[src/rtl/strap_ctl_pkg.sv]
// Shared constants and helpers for the strap capture and output control block.
// Assumes the control byte layout: bit 3 source select, bit 1 spread, bit 0 tristate,
// bits 7,2,6,5,4 form the register frequency code (most significant first).
package strap_ctl_pkg;
    localparam int STRAP_W = 4;
    localparam int CODE_W  = 5;
    localparam int CTRL_W  = 8;
    localparam int BIT_SRC = 3;
    localparam int BIT_SSC = 1;
    localparam int BIT_HIZ = 0;

    // Gather the scattered register frequency field into one code.
    function automatic logic [CODE_W-1:0] gather_code(input logic [CTRL_W-1:0] c);
        return {c[7], c[2], c[6], c[5], c[4]};
    endfunction

    // Place a code back into the scattered field positions of a control byte.
    function automatic logic [CTRL_W-1:0] scatter_code(input logic [CTRL_W-1:0] c,
                                                       input logic [CODE_W-1:0] k);
        logic [CTRL_W-1:0] r;
        r    = c;
        r[7] = k[4];
        r[2] = k[3];
        r[6] = k[2];
        r[5] = k[1];
        r[4] = k[0];
        return r;
    endfunction
endpackage

[src/rtl/strap_capture.sv]
// Holds the shared pins in input mode through reset and for HOLD_CYC edges after it,
// then freezes the strap levels and turns the pins to output mode.
// Assumes HOLD_CYC >= 1 and strap_in already synchronised to clk.
module strap_capture
    import strap_ctl_pkg::*;
#(
    parameter int HOLD_CYC = 4
) (
    input  logic               clk,
    input  logic               rst_n,
    input  logic [STRAP_W-1:0] strap_in,
    output logic [STRAP_W-1:0] straps_q,
    output logic               pins_oe
);
    localparam int CNT_W = (HOLD_CYC < 2) ? 1 : $clog2(HOLD_CYC);

    logic [CNT_W-1:0] hold_cnt;

    // Count the hold window, then capture the straps and release the pins.
    always_ff @(posedge clk) begin
        if (!rst_n) begin
            hold_cnt <= '0;
            pins_oe  <= 1'b0;
            straps_q <= '0;
        end else if (!pins_oe) begin
            if (hold_cnt == CNT_W'(HOLD_CYC - 1)) begin
                straps_q <= strap_in;
                pins_oe  <= 1'b1;
            end else begin
                hold_cnt <= hold_cnt + 1'b1;
            end
        end
    end

    // a reset edge always returns the pins to input mode.
    a_r1_input_in_reset: assert property (@(posedge clk) !rst_n |=> !pins_oe);

    // output mode is kept until the next reset.
    a_r2_oe_sticky: assert property (@(posedge clk) disable iff (!rst_n)
        pins_oe |=> pins_oe);

    // the latch is frozen once the pins have become outputs.
    a_r3_latch_frozen: assert property (@(posedge clk) disable iff (!rst_n)
        pins_oe |=> $stable(straps_q));
endmodule

[src/rtl/freq_route.sv]
// Combinational selection of the frequency code and the readback bytes.
// Assumes straps_q is the frozen strap value (zero before capture).
module freq_route
    import strap_ctl_pkg::*;
#(
    parameter logic [CODE_W-1:0] REV_CODE = 5'b00010
) (
    input  logic [CTRL_W-1:0]  ctrl_reg,
    input  logic [STRAP_W-1:0] straps_q,
    output logic [CODE_W-1:0]  freq_code,
    output logic               ssc_en,
    output logic               out_hiz,
    output logic [CTRL_W-1:0]  rd_ctrl,
    output logic [CTRL_W-1:0]  rd_strap
);
    localparam int PAD_W = CODE_W - STRAP_W;
    localparam int RB_PAD = CTRL_W - STRAP_W;

    logic use_regs;
    assign use_regs = ctrl_reg[BIT_SRC];

    // Pick the code source and pass the mode bits through.
    always_comb begin
        freq_code = use_regs ? gather_code(ctrl_reg) : {{PAD_W{1'b0}}, straps_q};
        ssc_en    = ctrl_reg[BIT_SSC];
        out_hiz   = ctrl_reg[BIT_HIZ];
    end

    // Build the readback bytes.
    always_comb begin
        rd_ctrl  = use_regs ? ctrl_reg : scatter_code(ctrl_reg, REV_CODE);
        rd_strap = {{RB_PAD{1'b0}}, ~straps_q};
    end
endmodule

[src/rtl/gate_bank.sv]
// One gate state per clock output. A state only loads its enable while that output
// is low, so gating never cuts a high phase short. Tristate forces all gates off.
// Assumes out_lvl is the raw output level sampled in the clk domain.
module gate_bank #(
    parameter int N_OUT = 28
) (
    input  logic             clk,
    input  logic             rst_n,
    input  logic [N_OUT-1:0] en_mask,
    input  logic [N_OUT-1:0] out_lvl,
    input  logic             hiz,
    output logic [N_OUT-1:0] gate_en
);
    logic [N_OUT-1:0] gate_q;

    for (genvar i = 0; i < N_OUT; i++) begin : g_out
        // Load the enable only while this output is low.
        always_ff @(posedge clk) begin
            if (!rst_n) begin
                gate_q[i] <= 1'b0;
            end else if (!out_lvl[i]) begin
                gate_q[i] <= en_mask[i];
            end
        end

        // a gate state may change only after an edge where its output was low.
        a_r7_change_on_low: assert property (@(posedge clk) disable iff (!rst_n)
            (gate_q[i] != $past(gate_q[i])) |-> !$past(out_lvl[i]));
    end

    // Tristate takes priority over every enable.
    always_comb begin
        gate_en = hiz ? '0 : gate_q;
    end
endmodule

[src/rtl/strap_ctl.sv]
// Top of the strap capture and output control block: strap latch, frequency source
// selection, readback bytes and per-output gating.
// Assumes all inputs are synchronous to clk and rst_n is a synchronous active-low reset.
module strap_ctl
    import strap_ctl_pkg::*;
#(
    parameter int                N_OUT    = 28,
    parameter int                HOLD_CYC = 4,
    parameter logic [4:0]        REV_CODE = 5'b00010
) (
    input  logic             clk,
    input  logic             rst_n,
    input  logic [3:0]       strap_in,
    input  logic [7:0]       ctrl_reg,
    input  logic [N_OUT-1:0] en_mask,
    input  logic [N_OUT-1:0] out_lvl,
    input  logic             half_rate_sel,
    output logic [4:0]       freq_code,
    output logic             ssc_en,
    output logic             out_hiz,
    output logic [N_OUT-1:0] gate_en,
    output logic             strap_oe,
    output logic             rate24_sel,
    output logic [7:0]       rd_ctrl,
    output logic [7:0]       rd_strap
);
    logic [STRAP_W-1:0] straps_q;

    strap_capture #(.HOLD_CYC(HOLD_CYC)) u_cap (
        .clk      (clk),
        .rst_n    (rst_n),
        .strap_in (strap_in),
        .straps_q (straps_q),
        .pins_oe  (strap_oe)
    );

    freq_route #(.REV_CODE(REV_CODE)) u_route (
        .ctrl_reg  (ctrl_reg),
        .straps_q  (straps_q),
        .freq_code (freq_code),
        .ssc_en    (ssc_en),
        .out_hiz   (out_hiz),
        .rd_ctrl   (rd_ctrl),
        .rd_strap  (rd_strap)
    );

    gate_bank #(.N_OUT(N_OUT)) u_gate (
        .clk     (clk),
        .rst_n   (rst_n),
        .en_mask (en_mask),
        .out_lvl (out_lvl),
        .hiz     (out_hiz),
        .gate_en (gate_en)
    );

    // Peripheral rate select passes straight to the divider.
    assign rate24_sel = half_rate_sel;

    // before capture the strap readback shows the cleared latch.
    a_r8_blank_before_capture: assert property (@(posedge clk) disable iff (!rst_n)
        !strap_oe |-> (rd_strap == 8'h0F));

    // a reset edge leaves every gate closed.
    a_r1_gates_closed: assert property (@(posedge clk) !rst_n |=> (gate_en == '0));
endmodule

[config.mk]
export PLATFORM = sky130hd
export DESIGN_NAME = strap_ctl
export DESIGN_NICKNAME = d
export VERILOG_FILES = /design/src/rtl/strap_ctl_pkg.sv /design/src/rtl/strap_capture.sv /design/src/rtl/freq_route.sv /design/src/rtl/gate_bank.sv /design/src/rtl/strap_ctl.sv
export SDC_FILE = /design/constraint.sdc
export NUM_CORES = 1
export LEC_CHECK = 0
export BUFFER_PORTS_ARGS = -buffer_cell sky130_fd_sc_hd__buf_2
export CAP_MARGIN = 10
export CORE_MARGIN = 4
export CORE_UTILIZATION = 43
export CTS_CLUSTER_DIAMETER = 80
export DETAILED_ROUTE_END_ITERATION = 16
export PLACE_DENSITY = 0.85
export SYNTH_ARGS = -nofsm -noshare
export SYNTH_HDL_FRONTEND = slang
export SYNTH_SLANG_ARGS = --single-unit
[constraint.sdc]
create_clock -name clk -period 2.9 [get_ports clk]
set_input_delay 0.58 -clock clk [delete_from_list [all_inputs] [get_ports clk]]
set_output_delay 0.58 -clock clk [all_outputs]
set_load 0.02 [all_outputs]
---- Yosys cells after proc, flatten, opt, wreduce, memory -nomap -nowiden ----
Index checks and enable logic that the tools add are counted.
W data, S select, Z words.
cells by class
  bitwise gates (word level) .............. 3
  reductions and logical operators ........ 2
  $add $sub $neg .......................... 1
  multiplexer cells ....................... 5
  eq/ne operators ......................... 1
operators with widths
  cell                   number
  $mux W28               1
  $mux W8                1
  $mux W5                1
  $not A4 Y4             1
  $reduce_and A2 Y1      2
  $add A2 B1 Y2 const B  1
  $eq A2 B2 Y1 const B   1
  $mux W1                2
  $not A1 Y1             2
storage, ports and cells
  register bits after elaboration ......... 35
  input port bits ......................... 71
  logic and storage cells ................. 43
  output and inout port bits .............. 53

---- Depth between registers and ports, before layout ----
  depth after elaboration ................. 3
  gate-level depth with buffers ........... 4
  mapped depth without buffers ............ 3

---- Hierarchy ----
From an unflattened synthesis, not the netlist that was laid out.
unflattened totals
  cell total of the unflattened synthesis .. 172
  area, all modules ....................... 1741.7 um^2
modules (own cells, without submodules)
  module         instances  sequential area each (um^2)  cells an instance  area an instance (um^2)
  gate_bank      1          560.5                        116                1251.2
  strap_capture  1          140.1                        30                 286.5
  freq_route     1          0.0                          25                 196.4
  strap_ctl      1          0.0                          1                  7.5

---- Worst setup path after synthesis ----
Ideal clock, no wire load.
  path kind ............................... input -> output
  start ................................... in ctrl_reg[3]
  end ..................................... out freq_code[3]
  slack ................................... 1071 ps
  cell stages on the path ................. 3
  data required time ...................... 2320 ps
  arrival time ............................ 1249 ps
  buffers on the path ..................... 1
  cell sequence ........................... clkbuf_2 and2_1 o21bai_1
between the ends
  cells in the longest elaborated chain, start to end .. 1
ends and longest elaborated chain
  element          RTL line          RTL
  start, declared  strap_ctl.sv:14   input logic [7:0] ctrl_reg,
  $mux W5          freq_route.sv:24  freq_code = use_regs ? gather_code(ctrl_reg) : {{PAD_W{1'b0}}, straps_q};
  end, declared    strap_ctl.sv:18   output logic [4:0] freq_code,
No other way between the ends.

---- Worst setup path in the final report ----
  start ................................... in ctrl_reg[0]
  end ..................................... out gate_en[7]
between the ends
  cells in the longest elaborated chain, start to end .. 1
ends and longest elaborated chain
  element        RTL line         RTL
  $mux W28       gate_bank.sv:33  gate_en = hiz ? '0 : gate_q;
  end, declared  strap_ctl.sv:21  output logic [N_OUT-1:0] gate_en,
No other way between the ends.

==> results.py <==
metrics = {
    "timing": {
        "worst_slew_pin_slew_ns": 0.554,
        "final.period_utilization": 0.644,
        "maxSlewViolCount": 0,
        "hold_viol_final": 0,
        "rsz0062_at_grt": "false",
        "holdWs_ns": 0.461,
        "min_period_ns": 1.87,
        "setup_tns_ns": 0,
        "setup_violations": 0,
        "timing.final.ws_setup_ns": 1.03,
        "fmax_mhz": 536,
        "skew_ns": 0.000956,
        "relSlewSlack": 0.630,
    },
    "floorplan": {
        "start_util": 0.449,
        "die_area_mm2": 0.00495,
        "ioPinCount": 124,
        "dieHeight_um": 70.3,
        "num_rows": 22,
        "die_w_um": 70.3,
        "core_mm2": 0.00372,
    },
    "global_route": {
        "grt.total_usage": 0.149,
        "globalRoute.totalOverflow": 0,
        "gr-usage-met3": 0.0489,
        "top_usage_layer": "met2",
        "grt_max_degree": 41,
        "global_route.usage.met1": 0.139,
        "grt_first_pass_wirelength_um": 6000,
        "met2_usage": 0.294,
        "first_global_vias": 1447,
        "antenna_found_initial": 0,
    },
    "route": {
        "drt_iter0_drc": 36,
        "route.detailed.drc": 0,
        "viasPerCell": 4.49,
        "wl_um": 3720,
        "dr_total_vias": 1465,
        "postRouteAntennaNets": 0,
        "avgRoutedWirePerCell_um": 11.4,
        "first_pass_iters": 4,
    },
    "critical_path": {
        "path_class": "in2out",
        "start_kind": "input pin",
        "r2r_setup_slack_ns": 1.62,
        "critPathArrivalTime_ns": 1.29,
        "crit_required_ns": 2.32,
        "rr_startpoint": "u_cap.hold_cnt[0]",
        "rr_endpoint": "u_cap.straps_q[2]",
        "ff2ff_path_depth": 3,
        "crit_path_max_fanout": 30,
        "critPathCaptureType": "output pin",
    },
    "power": {
        "p_int_uw": 801,
        "pwr-share-seq": 0.498,
        "ir_worst_vdd_mv": 0.389,
        "p_total_uw": 1100,
        "cellLeakagePower_uw": 0.00118,
        "switching_share": 0.270,
        "p_sw_uw": 297,
        "p_comb_frac": 0.226,
        "clkPwrFrac": 0.275,
        "p_per_area_mw_per_mm2": 486,
    },
    "clock_tree": {
        "cts_buffers": 5,
        "cts_buffer_depth": 2,
        "cts_sinks": 35,
        "clkLatencyLatePin_ns": 0.27,
        "htreeDepth": 2,
        "clk_pin_slew_worst_paths_ns": 0.06,
        "ctsResizeCount": 0,
        "root_buffer": "clkbuf_8",
        "hold_buffers": 0,
        "cts_setup_buffers": 0,
        "cts_tree": "yes",
    },
    "finish": {
        "final_common_cell": "buf_2",
        "synthToLayoutAreaGrowth_pct": 35.4,
        "drive_above_1_share": 0.428,
        "final_cell_mix": "114 x buf_2, 57 x nor2b_1, 35 x dfxtp_1",
        "fin_area_mm2": 0.00226,
        "diodes": 0,
        "fillCellCount": 351,
        "nNetsFinal": 351,
    },
    "logic_synthesis": {
        "netlist_instances": 174,
        "netlist_area_mm2": 0.00167,
        "ys_warn_count": 0,
        "synth_cell_types": 20,
        "yosysSeqAreaShare": 0.419,
        "synthTopCellsByArea": "dfxtp_1 42%, nor2b_1 21%, mux2i_1 19%",
        "synth_top_area_share": 0.419,
        "syn_avg_cell_area_um2": 9.60,
        "synth.largest_area_cell": "dfxtp_1",
        "ys_ff_latch": 35,
    },
    "run_status": {
        "status": "completed",
    },
    "worst_hold_path": {
        "holdPathEnd": "u_cap.straps_q[1]",
        "hold_depth": 2,
        "worstHoldStart": "u_cap.straps_q[1]",
        "min_path_type": "reg2reg",
    },
    "placement": {
        "hpwl_um": 3010,
        "gp_congestion": 0.731,
        "dpl_cell_area_mm2": 0.00219,
        "dp_slack_ns": 1.01,
        "port-buffer-count": 114,
    },
    "flow_run": {
        "drv_cap": 0,
    },
}
## per-stage QoR
step	std cells	utilization
global placement	320	0.589
floorplan	177	-
finish	326	0.608
global route	326	0.608
CTS	326	0.608
detailed placement	320	0.589
## state kept, by name, indices dropped and copies added (netlist names)
name            flops
u_gate.gate_q      28
u_cap.straps_q      4
u_cap.hold_cnt      2
u_cap.pins_oe       1
## how the worst max path moves through the flow
stage                      startpoint           end  slack (ns)
final                     ctrl_reg[0]    gate_en[7]        1.03
after global routing      ctrl_reg[0]    gate_en[9]        0.94
after CTS                 ctrl_reg[0]    gate_en[6]        1.02
after detailed placement  ctrl_reg[0]    gate_en[4]        1.01
after global placement    ctrl_reg[0]    gate_en[6]        1.03
after floorplan           ctrl_reg[3]  freq_code[3]        1.07
## worst max-delay path: stages
cell     delay [ns]
buf_2          0.42
nor2b_1        0.10
buf_2          0.18
## power groups by stage
stage	logic, uW	clock network, uW	registers (uW)
after floorplan	171	0	554
after global placement	245	0	556
after detailed placement	251	0	558
after CTS	252	315	547
after global routing	277	338	553
final	248	303	547
## final cells by class
cell class	count	area, um^2	share of cell area
sequential	35	701	0.310
timing repair buffer	114	571	0.252
inverter	4	15.0	0.00664
clock buffer	6	72.6	0.0321
tap	48	60.1	0.0266
multi-input combinational	119	842	0.372
## cell usage after synthesis (all sizes together)
master,count
a21boi,1
nand2,10
nand2b,1
and2,4
dfxtp,35
o31ai,1
conb,1
buf,15
mux2i,32
or3,1
ha,1
o21a,1
clkbuf,4
o21bai,3
nor2b,57
o211ai,1
o21ai,2
inv,4
## metal layers
| layer | wire (um) | share of wire |
|---|---|---|
| met1 | 1350 | 0.36 |
| met2 | 2000 | 0.54 |
| met3 | 312 | 0.084 |
| met4 | 47 | 0.013 |
| met5 | 0 | 0 |
## cell families after synthesis
| family | synth area share |
|---|---|
| AND/OR/NAND/NOR | 0.258 |
| flip-flops | 0.419 |
| multiplexers | 0.192 |
| buffers and inverters | 0.0831 |
| AO/OA/AOI/OAI | 0.0375 |
| adder cells (fa/ha/maj) | 0.00749 |
| other | 0.00225 |
Note: power is estimated with default switching activity, not from simulation.
